==> src/rtl/rtc_pkg.sv <==
package rtc_pkg;
   localparam int DATA_W = 32;
   localparam int ADDR_W = 3;

   localparam logic [ADDR_W-1:0] A_SEC    = 3'd0;
   localparam logic [ADDR_W-1:0] A_FRAC   = 3'd1;
   localparam logic [ADDR_W-1:0] A_ALMSEC = 3'd2;
   localparam logic [ADDR_W-1:0] A_ALMFRC = 3'd3;
   localparam logic [ADDR_W-1:0] A_CTL    = 3'd4;
   localparam logic [ADDR_W-1:0] A_STAT   = 3'd5;
   localparam logic [ADDR_W-1:0] A_IEN    = 3'd6;

   localparam int CTL_RUN_BIT  = 3;
   localparam int CTL_MONO_BIT = 2;
   localparam int ST_ALM_BIT   = 4;
   localparam int ST_OVF_BIT   = 2;
   localparam int IE_ALM_BIT   = 4;
endpackage

==> src/rtl/rtc_time_core.sv <==
module rtc_time_core #(
   parameter int SEC_W  = 32,
   parameter int FRAC_W = 15,
   parameter int DATA_W = 32
) (
   input  logic              clk,
   input  logic              rst_n,
   input  logic              run_req,
   input  logic              sec_we,
   input  logic              frac_we,
   input  logic              ovf_clr,
   input  logic [DATA_W-1:0] wdata,
   output logic [SEC_W-1:0]  sec_q,
   output logic [FRAC_W-1:0] frac_q,
   output logic [SEC_W-1:0]  sec_next,
   output logic              ovf_q,
   output logic              roll
);
   logic frac_top;
   logic sec_top;
   logic running;
   logic any_we;
   logic hit_ceiling;

   assign frac_top    = &frac_q;
   assign sec_top     = &sec_q;
   assign running     = run_req & ~ovf_q;
   assign any_we      = sec_we | frac_we;
   assign sec_next    = sec_q + 1'b1;
   assign roll        = running & frac_top & ~sec_top & ~any_we;
   assign hit_ceiling = running & frac_top & sec_top & ~any_we;

   always_ff @(posedge clk or negedge rst_n) begin
      if (!rst_n) begin
         sec_q  <= '0;
         frac_q <= '0;
      end else if (sec_we) begin
         sec_q  <= wdata[SEC_W-1:0];
         frac_q <= '0;
      end else if (frac_we) begin
         frac_q <= wdata[FRAC_W-1:0];
      end else if (running && !hit_ceiling) begin
         frac_q <= frac_q + 1'b1;
         if (frac_top) begin
            sec_q <= sec_next;
         end
      end
   end

   always_ff @(posedge clk or negedge rst_n) begin
      if (!rst_n) begin
         ovf_q <= 1'b0;
      end else if (hit_ceiling) begin
         ovf_q <= 1'b1;
      end else if (ovf_clr) begin
         ovf_q <= 1'b0;
      end
   end
endmodule

==> src/rtl/rtc_alarm_unit.sv <==
module rtc_alarm_unit #(
   parameter int SEC_W  = 32,
   parameter int DATA_W = 32
) (
   input  logic              clk,
   input  logic              rst_n,
   input  logic              alm_we,
   input  logic [DATA_W-1:0] wdata,
   input  logic              roll,
   input  logic [SEC_W-1:0]  sec_next,
   input  logic              flag_clr,
   output logic [SEC_W-1:0]  alarm_sec_q,
   output logic              flag_q
);
   logic match;

   assign match = roll & (sec_next == alarm_sec_q);

   always_ff @(posedge clk or negedge rst_n) begin
      if (!rst_n) begin
         alarm_sec_q <= '1;
      end else if (alm_we) begin
         alarm_sec_q <= wdata[SEC_W-1:0];
      end
   end

   always_ff @(posedge clk or negedge rst_n) begin
      if (!rst_n) begin
         flag_q <= 1'b0;
      end else if (match) begin
         flag_q <= 1'b1;
      end else if (flag_clr) begin
         flag_q <= 1'b0;
      end
   end
endmodule

==> src/rtl/rtc_regfile.sv <==
module rtc_regfile
   import rtc_pkg::*;
#(
   parameter int SEC_W  = 32,
   parameter int FRAC_W = 15,
   parameter bit RD_REG = 1'b0
) (
   input  logic              clk,
   input  logic              rst_n,
   input  logic              wr_en,
   input  logic [ADDR_W-1:0] wr_addr,
   input  logic [DATA_W-1:0] wr_data,
   input  logic [ADDR_W-1:0] rd_addr,
   output logic [DATA_W-1:0] rd_data,
   input  logic [SEC_W-1:0]  sec_q,
   input  logic [FRAC_W-1:0] frac_q,
   input  logic [SEC_W-1:0]  alarm_sec_q,
   input  logic              alarm_flag,
   input  logic              ovf_q,
   output logic              sec_we,
   output logic              frac_we,
   output logic              alm_we,
   output logic              clr_alarm,
   output logic              clr_ovf,
   output logic              ctl_run,
   output logic              ctl_mono,
   output logic              ie_alarm
);
   logic              ctl_we;
   logic              ien_we;
   logic              stat_we;
   logic [DATA_W-1:0] rd_mux;

   assign sec_we    = wr_en && (wr_addr == A_SEC);
   assign frac_we   = wr_en && (wr_addr == A_FRAC);
   assign alm_we    = wr_en && (wr_addr == A_ALMSEC);
   assign ctl_we    = wr_en && (wr_addr == A_CTL);
   assign stat_we   = wr_en && (wr_addr == A_STAT);
   assign ien_we    = wr_en && (wr_addr == A_IEN);
   assign clr_alarm = stat_we && wr_data[ST_ALM_BIT];
   assign clr_ovf   = stat_we && wr_data[ST_OVF_BIT];

   always_ff @(posedge clk or negedge rst_n) begin
      if (!rst_n) begin
         ctl_run  <= 1'b0;
         ctl_mono <= 1'b0;
      end else if (ctl_we) begin
         ctl_run  <= wr_data[CTL_RUN_BIT];
         ctl_mono <= wr_data[CTL_MONO_BIT];
      end
   end

   always_ff @(posedge clk or negedge rst_n) begin
      if (!rst_n) begin
         ie_alarm <= 1'b0;
      end else if (ien_we) begin
         ie_alarm <= wr_data[IE_ALM_BIT];
      end
   end

   always_comb begin
      rd_mux = '0;
      case (rd_addr)
         A_SEC:    rd_mux = DATA_W'(sec_q);
         A_FRAC:   rd_mux = DATA_W'(frac_q);
         A_ALMSEC: rd_mux = DATA_W'(alarm_sec_q);
         A_ALMFRC: rd_mux = '0;
         A_CTL: begin
            rd_mux[CTL_RUN_BIT]  = ctl_run;
            rd_mux[CTL_MONO_BIT] = ctl_mono;
         end
         A_STAT: begin
            rd_mux[ST_ALM_BIT] = alarm_flag;
            rd_mux[ST_OVF_BIT] = ovf_q;
         end
         A_IEN:    rd_mux[IE_ALM_BIT] = ie_alarm;
         default:  rd_mux = '0;
      endcase
   end

   generate
      if (RD_REG) begin : g_rd_reg
         always_ff @(posedge clk or negedge rst_n) begin
            if (!rst_n) begin
               rd_data <= '0;
            end else begin
               rd_data <= rd_mux;
            end
         end
      end else begin : g_rd_comb
         assign rd_data = rd_mux;
      end
   endgenerate
endmodule

==> src/rtl/rtc_frac_alarm.sv <==
module rtc_frac_alarm
   import rtc_pkg::*;
#(
   parameter int SEC_W  = 32,
   parameter int FRAC_W = 15,
   parameter bit RD_REG = 1'b0
) (
   input  logic              clk,
   input  logic              rst_n,
   input  logic              wr_en,
   input  logic [ADDR_W-1:0] wr_addr,
   input  logic [DATA_W-1:0] wr_data,
   input  logic [ADDR_W-1:0] rd_addr,
   output logic [DATA_W-1:0] rd_data,
   input  logic              hold_nonvalid,
   input  logic              hold_failure,
   output logic              alarm_irq
);
   localparam int TOTAL_W = SEC_W + FRAC_W;

   generate
      if (SEC_W < 1 || SEC_W > DATA_W) begin : g_bad_sec
         $error("SEC_W must lie between 1 and the data width");
      end
      if (FRAC_W < 1 || FRAC_W > DATA_W) begin : g_bad_frac
         $error("FRAC_W must lie between 1 and the data width");
      end
      if (TOTAL_W > 2 * DATA_W) begin : g_bad_total
         $error("combined count is wider than two data words");
      end
   endgenerate

   logic [SEC_W-1:0]  sec_q;
   logic [FRAC_W-1:0] frac_q;
   logic [SEC_W-1:0]  sec_next;
   logic [SEC_W-1:0]  alarm_sec_q;
   logic              ovf_q;
   logic              roll;
   logic              alarm_flag;
   logic              sec_we;
   logic              frac_we;
   logic              alm_we;
   logic              clr_alarm;
   logic              clr_ovf;
   logic              ctl_run;
   logic              ctl_mono;
   logic              ie_alarm;
   logic              run_req;

   assign run_req   = ctl_run & ~hold_nonvalid & ~hold_failure;
   assign alarm_irq = alarm_flag & ie_alarm;

   rtc_regfile #(
      .SEC_W (SEC_W),
      .FRAC_W(FRAC_W),
      .RD_REG(RD_REG)
   ) u_regs (
      .clk        (clk),
      .rst_n      (rst_n),
      .wr_en      (wr_en),
      .wr_addr    (wr_addr),
      .wr_data    (wr_data),
      .rd_addr    (rd_addr),
      .rd_data    (rd_data),
      .sec_q      (sec_q),
      .frac_q     (frac_q),
      .alarm_sec_q(alarm_sec_q),
      .alarm_flag (alarm_flag),
      .ovf_q      (ovf_q),
      .sec_we     (sec_we),
      .frac_we    (frac_we),
      .alm_we     (alm_we),
      .clr_alarm  (clr_alarm),
      .clr_ovf    (clr_ovf),
      .ctl_run    (ctl_run),
      .ctl_mono   (ctl_mono),
      .ie_alarm   (ie_alarm)
   );

   rtc_time_core #(
      .SEC_W (SEC_W),
      .FRAC_W(FRAC_W),
      .DATA_W(DATA_W)
   ) u_core (
      .clk     (clk),
      .rst_n   (rst_n),
      .run_req (run_req),
      .sec_we  (sec_we),
      .frac_we (frac_we),
      .ovf_clr (clr_ovf),
      .wdata   (wr_data),
      .sec_q   (sec_q),
      .frac_q  (frac_q),
      .sec_next(sec_next),
      .ovf_q   (ovf_q),
      .roll    (roll)
   );

   rtc_alarm_unit #(
      .SEC_W (SEC_W),
      .DATA_W(DATA_W)
   ) u_alarm (
      .clk        (clk),
      .rst_n      (rst_n),
      .alm_we     (alm_we),
      .wdata      (wr_data),
      .roll       (roll),
      .sec_next   (sec_next),
      .flag_clr   (clr_alarm),
      .alarm_sec_q(alarm_sec_q),
      .flag_q     (alarm_flag)
   );
endmodule

==> config.mk <==
export PLATFORM = sky130hd
export DESIGN_NAME = rtc_frac_alarm
export DESIGN_NICKNAME = d
export VERILOG_FILES = /design/src/rtl/rtc_pkg.sv /design/src/rtl/rtc_time_core.sv /design/src/rtl/rtc_alarm_unit.sv /design/src/rtl/rtc_regfile.sv /design/src/rtl/rtc_frac_alarm.sv
export SDC_FILE = /design/constraint.sdc
export NUM_CORES = 1
export LEC_CHECK = 0
export ABC_AREA = 1
export BUFFER_PORTS_ARGS = -buffer_cell sky130_fd_sc_hd__buf_2
export CORE_ASPECT_RATIO = 0.9
export CORE_MARGIN = 10
export CORE_UTILIZATION = 25
export CTS_CLUSTER_DIAMETER = 80
export DETAILED_ROUTE_END_ITERATION = 8
export HOLD_SLACK_MARGIN = 0.12
export SKIP_LAST_GASP = 1
export SLEW_MARGIN = 20
export SYNTH_ARGS = -nofsm -noshare
export SYNTH_HDL_FRONTEND = slang
export SYNTH_SLANG_ARGS = --single-unit
==> constraint.sdc <==
create_clock -name clk -period 1.95 [get_ports clk]
set_clock_uncertainty 0.2 [all_clocks]
set_input_delay 0.2925 -clock clk [delete_from_list [all_inputs] [get_ports clk]]
set_output_delay 0.2925 -clock clk [all_outputs]
set_load 0.005 [all_outputs]
==> flow_metrics.env, run 1 <==
export IMPL_root_buffer="clkbuf_16"
export IMPL_vias=7204
export IMPL_fin_tns_setup_ns=-10.0
export IMPL_coreArea_um2=25000
export IMPL_area_growth_pct=52.6
export IMPL_status="finished with violations"
export IMPL_grt_max_degree=85
export IMPL_yosys_top_cells_area="dfrtp_1 21%, nand2_1 16%, dfstp_2 13%"
export IMPL_gr_usage_all_layers_pct=15.3
export IMPL_synth_nets=968
export IMPL_row_count=55
export IMPL_end_kind="register"
export IMPL_syn_area_um2=6300
export IMPL_ff2ff_path_depth=16
export IMPL_yosysTopAreaCellShare_pct=20.7
export IMPL_hp_start="wr_data[13]"
export IMPL_dr_pass1_iters=6
export IMPL_finalCriticalPeriod_ns=2.27
export IMPL_htree_levels=3
export IMPL_die_w_um=187
export IMPL_gp_congestion=0.874
export IMPL_final_cell_mix="253 x nand2_1, 144 x buf_4, 121 x inv_1"
export IMPL_syn_inst=923
export IMPL_critPathArrivalTime_ns=2.37
export IMPL_clk_path_buf_depth=2
export IMPL_post_place_ws_ns=-0.368
export IMPL_violations="setup timing"
export IMPL_place_port_buffers=75
export IMPL_leakagePower_nw=4.60
export IMPL_startpoint_type="register"
export IMPL_fillers=2551
export IMPL_antenna_found_initial=0
export IMPL_post_route_util_pct=38.5
export IMPL_initial_core_util_pct=25.2
export IMPL_cap_violations=0
export IMPL_holdPathEnd="u_alarm.alarm_sec_q[13]"
export IMPL_insertion_delay_ns=0.36
export IMPL_rsz0062_at_grt="true"
export IMPL_maxSlewViolCount=0
export IMPL_p_per_area_nw_per_um2=841
export IMPL_die_area_um2=31900
export IMPL_min_delay_path_depth=3
export IMPL_min_path_type="in2reg"
export IMPL_avgViaCountPerCell=4.69
export IMPL_dp_final_hpwl_um=18100
export IMPL_multi_input_area_um2=3950
export IMPL_min_period_over_period_pct=117
export IMPL_io_pins=76
export IMPL_regArea_um2=2140
export IMPL_nets=1234
export IMPL_first_iter_violations=663
export IMPL_finalHoldViolCount=0
export IMPL_antenna_left=0
export IMPL_avgSynthCellArea_um2=6.82
export IMPL_cts_inserted_buffers=9
export IMPL_worstReg2RegStart="u_core.sec_q[1]"
export IMPL_grt_pass1_wl_um=39000
export IMPL_reg2reg_slack_ns=-0.32
export IMPL_yosysWarnings=0
export IMPL_startpoint="u_core.sec_q[1]"
export IMPL_clk_pin_slew_worst_paths_ns=0.07
export IMPL_wl_per_cell_um=16.1
export IMPL_die_h_um=171
export IMPL_peakVddDrop_v=0.000507
export IMPL_required_ns=2.05
export IMPL_drc=0
export IMPL_drive_gt1_share_pct=37.4
export IMPL_crit_fanout=6
export IMPL_fmax_ghz=0.440
export IMPL_setup_ws_ns=-0.325
export IMPL_rr_endpoint="u_alarm.flag_q"
export IMPL_slew_headroom_pct=64.8
export IMPL_synth_seq_cells=84
export IMPL_crit_type="reg2reg"
export IMPL_yosysUniqueCellTypes=42
export IMPL_ys_seq_area_share_pct=34.0
export IMPL_setup_violations_final=50
export IMPL_antenna_cells=0
export IMPL_synth_top_area_cell="dfrtp_1"
export IMPL_tightest_slew_ns=0.528
export IMPL_wirelength_um=24800
export IMPL_cts_tree="yes"
export IMPL_final_common_cell="nand2_1"
export IMPL_clock_sinks=84
export IMPL_grt_pass1_vias=7121
export IMPL_grt_overflow_total=0
[power by group]
part | leakage [nW] | switching [mW] | internal [mW]
registers | 0.973 | 0.366 | 2.26
logic | 3.48 | 1.97 | 1.73
clock network | 0.146 | 0.766 | 0.984
[Yosys cell counts (all sizes together)]
cell / instances
o211ai: 29
nor4: 2
xnor2: 1
nand3: 82
o22ai: 34
a21oi: 25
a31oi: 6
nand4: 6
or2: 1
clkbuf: 16
nand2: 281
nor3: 2
buf: 13
dfrtp: 52
ha: 2
dfstp: 32
o21ai: 78
a22oi: 3
o41ai: 1
and2: 1
nor2: 105
xor2: 7
inv: 131
o221ai: 13
[layout make-up]
class	instances	area share, %
clock inverter	6	0.573
multi-input combinational	680	41.1
inverter	131	5.30
clock buffer	10	2.38
sequential	84	22.3
timing repair buffer	283	23.9
tap	342	4.45
[sequential cells by signal, indices dropped and copies added (netlist names)]
register	flops
u_alarm.flag_q	1
u_core.sec_q	32
u_core.ovf_q	1
u_alarm.alarm_sec_q	32
u_regs.ie_alarm	1
u_regs.ctl_mono	1
u_regs.ctl_run	1
u_core.frac_q	15
[per-stage QoR]
stage	area (um^2)	hold WS [ns]	power [mW]	instances
final	9610	0.116	8.08	1536
after global routing	9610	0.160	8.63	1536
after CTS	9260	0.135	7.77	1529
after detailed placement	8190	0.180	5.75	1460
after global placement	8190	0.181	5.70	1460
after floorplan	6310	-0.203	4.31	923
[critical path, stage by stage, from the launching register on]
cell and delay, ns:
dfrtp_1 0.41, buf_6 0.13, nand2_4 0.05, nor2_4 0.22, nand2_4 0.16, nor2_4 0.13
buf_6 0.12, nand2_4 0.05, nand2_2 0.08, nand2_2 0.05, nand2_1 0.06, nand2_1 0.05
nor2_1 0.13, nand2_1 0.11, nor2_1 0.11, nand3_1 0.07, nand2_1 0.06
[kinds of logic (layout without fill, tap and decap cells)]
kind of cell | count (synthesis) | after routing | synth area share, %
flip-flops | 84 | 84 | 34.0
adder cells (fa/ha/maj) | 2 | 2 | 0.397
AO/OA/AOI/OAI | 189 | 189 | 21.4
AND/OR/NAND/NOR | 480 | 481 | 32.7
XOR/XNOR | 8 | 8 | 1.11
buffers and inverters | 160 | 430 | 10.3
[worst max-delay path by stage]
stage	endpoint	slack [ns]
after floorplan	u_core.frac_q[11]	-0.09
after global placement	u_alarm.flag_q	-0.35
after detailed placement	u_alarm.flag_q	-0.37
after CTS	u_alarm.flag_q	-0.23
after global routing	u_alarm.flag_q	-0.43
final	u_alarm.flag_q	-0.32
[per-layer routing]
| layer | part of all wire (%) | GRT usage (%) | vias up | routed length (um) |
|---|---|---|---|---|
| li1 | - | - | 3582 | - |
| met1 | 45 | 19.9 | 3388 | 11100 |
| met2 | 48 | 25.5 | 210 | 11900 |
| met3 | 5.9 | 3.09 | 24 | 1470 |
| met4 | 1.2 | 3.47 | 0 | 308 |
| met5 | 0 | 0 | - | 0 |
[what timing repair did]
action / in CTS / in global routing
endpoints found under the hold margin: 113 / 0
pin swaps: 11 / 39
gates cloned: 6 / 0
setup buffers: 14 / 12
resized for setup: 51 / 89
hold buffers: 34 / 0
setup endpoints to repair: 52 / 58
No activity file was read; power rests on OpenSTA's default activity.
==> inputs of run 2 (changes only) <==
--- a/config.mk
+++ b/config.mk
@@ -7,7 +7,7 @@
 export LEC_CHECK = 0
 export ABC_AREA = 1
 export BUFFER_PORTS_ARGS = -buffer_cell sky130_fd_sc_hd__buf_2
-export CORE_ASPECT_RATIO = 0.9
+export CORE_ASPECT_RATIO = 0.7
 export CORE_MARGIN = 10
 export CORE_UTILIZATION = 25
 export CTS_CLUSTER_DIAMETER = 80
==> run 2 against run 1 <==
Effect of this change: first-iteration DRC count down 1.1%; power up 2.4%; the flow still finishes with violations (setup timing); die area up 0.29%; register-to-register slack better by 0.05 ns; combinational power about the same; critical path type unchanged; worst setup slack better by 0.053 ns; critical path depth down 2; maximum frequency up 2.4%; sequential cell count unchanged.
==> flow_metrics.env, run 2 (same netlist as run 1, synthesis figures left out) <==
export IMPL_clock_sinks=84
export IMPL_dp_final_hpwl_um=19100
export IMPL_drc=0
export IMPL_cts_tree="yes"
export IMPL_slew_headroom_pct=68.2
export IMPL_root_buffer="clkbuf_16"
export IMPL_min_period_over_period_pct=114
export IMPL_clk_path_buf_depth=2
export IMPL_fillers=2517
export IMPL_die_h_um=153
export IMPL_insertion_delay_ns=0.36
export IMPL_grt_max_degree=65
export IMPL_p_per_area_nw_per_um2=856
export IMPL_dr_pass1_iters=5
export IMPL_gr_usage_all_layers_pct=15.6
export IMPL_setup_ws_ns=-0.272
export IMPL_final_common_cell="nand2_1"
export IMPL_die_w_um=210
export IMPL_violations="setup timing"
export IMPL_regArea_um2=2140
export IMPL_area_growth_pct=53.3
export IMPL_wl_per_cell_um=17.2
export IMPL_critPathArrivalTime_ns=2.32
export IMPL_htree_levels=3
export IMPL_row_count=48
export IMPL_antenna_found_initial=0
export IMPL_peakVddDrop_v=0.000436
export IMPL_nets=1237
export IMPL_io_pins=76
export IMPL_grt_pass1_vias=6924
export IMPL_setup_violations_final=50
export IMPL_status="finished with violations"
export IMPL_reg_top3="u_alarm.alarm_sec_q x32, u_core.sec_q x32, u_core.frac_q x15"
export IMPL_antenna_cells=0
export IMPL_fin_cells=1522
export IMPL_coreArea_um2=24700
export IMPL_leakagePower_nw=4.60
export IMPL_grt_overflow_total=0
export IMPL_final_cell_mix="262 x nand2_1, 149 x buf_4, 120 x inv_1"
export IMPL_finalCriticalPeriod_ns=2.22
export IMPL_dp_cells=1449
export IMPL_tightest_slew_ns=0.477
export IMPL_maxSlewViolCount=0
export IMPL_clk_pin_slew_worst_paths_ns=0.07
export IMPL_avgViaCountPerCell=4.86
export IMPL_min_delay_path_depth=3
export IMPL_initial_core_util_pct=25.5
export IMPL_antenna_left=0
export IMPL_post_route_util_pct=39.0
export IMPL_fmax_ghz=0.450
export IMPL_min_path_type="in2reg"
export IMPL_cap_violations=0
export IMPL_crit_fanout=4
export IMPL_ff2ff_path_depth=14
export IMPL_crit_type="reg2reg"
export IMPL_holdWs_ns=0.133
export IMPL_reg2reg_slack_ns=-0.27
export IMPL_finalHoldViolCount=0
export IMPL_required_ns=2.05
export IMPL_multi_input_area_um2=3910
export IMPL_cts_inserted_buffers=9
export IMPL_drive_gt1_share_pct=37.5
export IMPL_grt_pass1_wl_um=39800
export IMPL_gp_congestion=0.925
export IMPL_rsz0062_at_grt="true"
export IMPL_first_iter_violations=656
export IMPL_end_kind="register"
export IMPL_finalPower_mw=8.27
export IMPL_die_area_um2=32000
export IMPL_startpoint_type="register"
export IMPL_place_port_buffers=75
export IMPL_vias=7391
export IMPL_wirelength_um=26100
[run 2: through the flow]
| stage | TNS, ns | setup slack, ns | cell area (um^2) |
|---|---|---|---|
| after global placement | -9.36 | -0.440 | 8210 |
| after CTS | -8.53 | -0.240 | 9360 |
| after floorplan | -2.31 | -0.0947 | 6310 |
| after detailed placement | -9.85 | -0.461 | 8210 |
| final | -8.85 | -0.272 | 9660 |
| after global routing | -14.64 | -0.397 | 9660 |
[run 2: critical path, stage by stage (launching register included)]
cell     delay, ns
dfrtp_1       0.41
ha_4          0.18
nand2_4       0.06
nor2_4        0.19
buf_4         0.15
nand2_1       0.05
nand3_1       0.09
nand3_1       0.14
nor2_1        0.13
nand2_1       0.09
nor2_2        0.11
nand3_2       0.12
nor2_1        0.11
nand3_1       0.08
nand2_1       0.06
[run 2: report_power, final]
group          internal, mW  switching (mW)
clock network          1.16           0.786
logic                  1.71            1.98
registers              2.26           0.369
[run 2: repair_timing]
| item | in CTS | in global routing |
|---|---|---|
| hold buffers | 33 | 0 |
| pin swaps | 31 | 20 |
| gates resized for setup | 63 | 56 |
| endpoints found under the hold margin | 115 | 0 |
| gates cloned | 5 | 1 |
| setup endpoints to repair | 52 | 60 |
| buffers inserted | 17 | 10 |
[run 2: final timing paths]
kind / startpoint / end
worst max-delay path: u_core.sec_q[0] / u_alarm.flag_q
worst min-delay path: wr_data[1] / u_alarm.alarm_sec_q[1]
worst max register to register: u_core.sec_q[0] / u_alarm.flag_q
worst min register to register: u_alarm.alarm_sec_q[4] / u_alarm.alarm_sec_q[4]
max in group asynchronous: rst_n / u_alarm.alarm_sec_q[18]
min in group asynchronous: rst_n / u_regs.ie_alarm
[run 2: cell type report]
type	count	share of cell area (%)
well taps	325	4.21
repair buffers	286	24.4
flip-flops and latches	84	22.2
multi-input cells	680	40.5
clock inverters	5	0.881
inverters	131	5.26
clock buffers	11	2.51
[run 2: metal layers]
layer	track usage (%)	up-vias	wire [um]
li1	-	3582	-
met1	23.2	3504	12800
met3	4.53	22	2320
met2	21.7	283	10800
met5	0	-	0
met4	2.84	0	191
==> inputs of run 3 (changes only) <==
--- a/config.mk
+++ b/config.mk
@@ -5,7 +5,6 @@
 export SDC_FILE = /design/constraint.sdc
 export NUM_CORES = 1
 export LEC_CHECK = 0
-export ABC_AREA = 1
 export BUFFER_PORTS_ARGS = -buffer_cell sky130_fd_sc_hd__buf_2
 export CORE_ASPECT_RATIO = 0.7
 export CORE_MARGIN = 10
==> run 3 against run 2 <==
Effect of this change: the run still ends with setup timing left; routed wire length fell by 15%; worst setup slack got worse by 0.40 ns; synthesized area fell by 7.2%; die area fell by 6.4%; worst hold slack improved by 0.095 ns; register-to-register slack got worse by 0.40 ns; combinational power fell by 24%; clock power fell by 7%; maximum frequency fell by 15%; critical endpoint unchanged; highest routed layer unchanged.
==> flow_metrics.env, run 3 <==
export IMPL_antenna_found_initial=0
export IMPL_critPathArrivalTime_ns=2.70
export IMPL_multi_input_area_um2=3990
export IMPL_die_h_um=148
export IMPL_synth_nets=702
export IMPL_cts_inserted_buffers=9
export IMPL_crit_path_max_incr_delay_ns=0.44
export IMPL_crit_fanout=3
export IMPL_tightest_slew_ns=0.454
export IMPL_gp_congestion=0.922
export IMPL_min_period_over_period_pct=134
export IMPL_avgViaCountPerCell=4.87
export IMPL_cap_violations=0
export IMPL_vias=6008
export IMPL_status="finished with violations"
export IMPL_htree_levels=3
export IMPL_finalCriticalPeriod_ns=2.62
export IMPL_design_area_um2=9260
export IMPL_antenna_cells=0
export IMPL_internal_power_mw=4.72
export IMPL_sw_frac_of_total_pct=33.7
export IMPL_nets=962
export IMPL_ys_seq_area_share_pct=36.7
export IMPL_slew_headroom_pct=69.5
export IMPL_reg2reg_slack_ns=-0.67
export IMPL_row_count=46
export IMPL_dr_pass1_iters=5
export IMPL_ys_async_sr_fraction_pct=100
export IMPL_setup_violations_final=54
export IMPL_rsz0062_at_grt="true"
export IMPL_slowest_stage="dfrtp_1"
export IMPL_io_pins=76
export IMPL_synth_top_area_cell="dfrtp_1"
export IMPL_required_ns=2.03
export IMPL_leakagePower_nw=3.95
export IMPL_wirelength_um=22100
export IMPL_place_port_buffers=75
export IMPL_wl_per_cell_um=17.9
export IMPL_antenna_left=0
export IMPL_initial_core_util_pct=25.6
export IMPL_synthFlopType="dfrtp_1"
export IMPL_yosys_top_cells_count="69 x nand2_1, 60 x xnor2_1, 52 x dfrtp_1"
export IMPL_die_w_um=203
export IMPL_regArea_um2=2150
export IMPL_dp_cells=1163
export IMPL_min_path_type="in2reg"
export IMPL_path_buf_inv=3
export IMPL_gr_usage_all_layers_pct=14.6
export IMPL_crit_top_cell="buf_4"
export IMPL_coreArea_um2=22800
export IMPL_grt_pass1_wl_um=34500
export IMPL_synth_seq_cells=84
export IMPL_final_common_cell="buf_4"
export IMPL_insertion_delay_ns=0.37
export IMPL_dp_final_hpwl_um=16500
export IMPL_p_comb_share_pct=39.4
export IMPL_drive_gt1_share_pct=47.5
export IMPL_crit_type="reg2reg"
export IMPL_yosys_top_cells_area="dfrtp_1 22%, dfstp_2 14%, xnor2_1 9.0%"
export IMPL_grt_max_degree=36
export IMPL_pwr_share_seq_pct=35.1
export IMPL_yosysMostFrequentCell="nand2_1"
export IMPL_grt_pass1_vias=6089
export IMPL_startpoint_type="register"
export IMPL_clk_pin_slew_worst_paths_ns=0.07
export IMPL_first_iter_violations=532
export IMPL_reg_top3="u_alarm.alarm_sec_q x32, u_core.sec_q x32, u_core.frac_q x15"
export IMPL_final_cell_mix="153 x buf_4, 74 x buf_2, 63 x nand2_1"
export IMPL_maxSlewViolCount=0
export IMPL_yosysTopAreaCellShare_pct=22.3
export IMPL_yosysWarnings=0
export IMPL_fin_cells=1234
export IMPL_root_buffer="clkbuf_16"
export IMPL_setup_ws_ns=-0.669
export IMPL_yosysUniqueCellTypes=64
export IMPL_syn_area_um2=5840
export IMPL_drc=0
export IMPL_synth_edf_count=0
export IMPL_peakVddDrop_v=0.000475
export IMPL_fillers=2273
export IMPL_clk_path_buf_depth=2
export IMPL_pwr_share_clk_pct=25.5
export IMPL_end_kind="register"
export IMPL_post_place_ws_ns=-0.695
export IMPL_p_per_area_nw_per_um2=769
export IMPL_grt_overflow_total=0
export IMPL_crit_family="simple AND/OR/NAND/NOR gates"
export IMPL_avgSynthCellArea_um2=8.89
export IMPL_syn_inst=657
export IMPL_area_growth_pct=58.5
export IMPL_finalHoldViolCount=0
export IMPL_clock_sinks=84
export IMPL_die_area_um2=30000
export IMPL_cts_tree="yes"
export IMPL_placed_area_um2=8000
export IMPL_fmax_ghz=0.382
export IMPL_violations="setup timing"
export IMPL_cp_cell_sequence="buf_4 > and3_4 > buf_4 > nand4_1 > nor4_2 > mux2i_1 > nor4_1 > buf_4 > nand4_1 > o31ai_2"
export IMPL_p_switching_mw=2.40
[run 3: cell count changes after synthesis, sizes merged, moves of 21 or more]
| cell | change |
|---|---|
| xnor2 | +59 |
| o22ai | -33 |
| mux2 | +33 |
| nand3 | -48 |
| nor2 | -54 |
| o211ai | -28 |
| inv | -124 |
| xor2 | +21 |
| mux2i | +21 |
| nand2 | -212 |
[run 3: power by group through the flow]
stage / combinational [mW] / clock [mW] / sequential, mW
2_1_floorplan: 1.33 / 0 / 2.50
4_1_cts: 2.64 / 1.83 / 2.49
3_5_place_dp: 2.49 / 0 / 2.51
6_report: 2.80 / 1.81 / 2.50
5_1_grt: 3.03 / 1.90 / 2.55
3_3_place_gp: 2.46 / 0 / 2.50
[run 3: per-layer routing]
metal	global-route usage, %	routed length (um)	up-vias
met1	21.8	11200	2931
met2	20.4	9200	199
met5	0	0	-
met4	3.68	282	0
li1	-	-	2854
met3	3.19	1430	24
[run 3: area by class of cell]
| cell class | instances | share of cell area (%) |
|---|---|---|
| multi-input combinational | 517 | 43.1 |
| timing repair buffer | 298 | 25.9 |
| sequential | 84 | 23.2 |
| tap | 312 | 4.22 |
| clock buffer | 11 | 2.62 |
| clock inverter | 5 | 0.662 |
| inverter | 7 | 0.284 |
[run 3: kinds of logic (layout without fill, tap and decap cells)]
group | count (synthesis) | in the layout | synth area share [%]
AO/OA/AOI/OAI | 121 | 121 | 12.7
XOR/XNOR | 88 | 88 | 13.2
adder cells (fa/ha/maj) | 2 | 2 | 0.428
buffers and inverters | 56 | 321 | 4.48
flip-flops | 84 | 84 | 36.7
multiplexers | 54 | 54 | 9.96
AND/OR/NAND/NOR | 252 | 252 | 22.6
[run 3: metrics by stage]
stage               power (mW)  util (%)  TNS, ns  hold slack (ns)
detailed placement        5.00      35.1   -20.30           0.0651
global route              7.47      40.6   -26.11            0.257
floorplan                 3.84         -   -12.30           -0.203
finish                    7.12      40.6   -20.65            0.229
CTS                       6.96      39.6   -19.50            0.227
global placement          4.95      35.1   -17.69           0.0613
[run 3: repair_timing]
| action | in CTS | in global routing |
|---|---|---|
| buffers inserted | 16 | 12 |
| pin swaps | 54 | 56 |
| cloned | 2 | 0 |
| hold buffers | 33 | 0 |
| endpoints found under the hold margin | 149 | 0 |
| gates resized for setup | 71 | 52 |
| endpoints found under the setup margin | 57 | 63 |
[run 3: worst paths after layout]
check | cells after the start | from | endpoint
max reg2reg | 10 | u_core.sec_q[3] | u_alarm.flag_q
max | 10 | u_core.sec_q[3] | u_alarm.flag_q
max in group asynchronous | 3 | rst_n | u_alarm.alarm_sec_q[9]
min | 4 | wr_en | u_regs.ie_alarm
min reg2reg | 1 | u_regs.ctl_mono | u_regs.ctl_mono
min in group asynchronous | 2 | rst_n | u_core.sec_q[24]
[run 3: worst register-to-register path: cells and delay by family (launching register included)]
family	cells	cell delay, ns
buffers and inverters	3	0.43
flip-flops	1	0.44
AND/OR/NAND/NOR	5	1.08
AO/OA/AOI/OAI	1	0.21
multiplexers	1	0.16
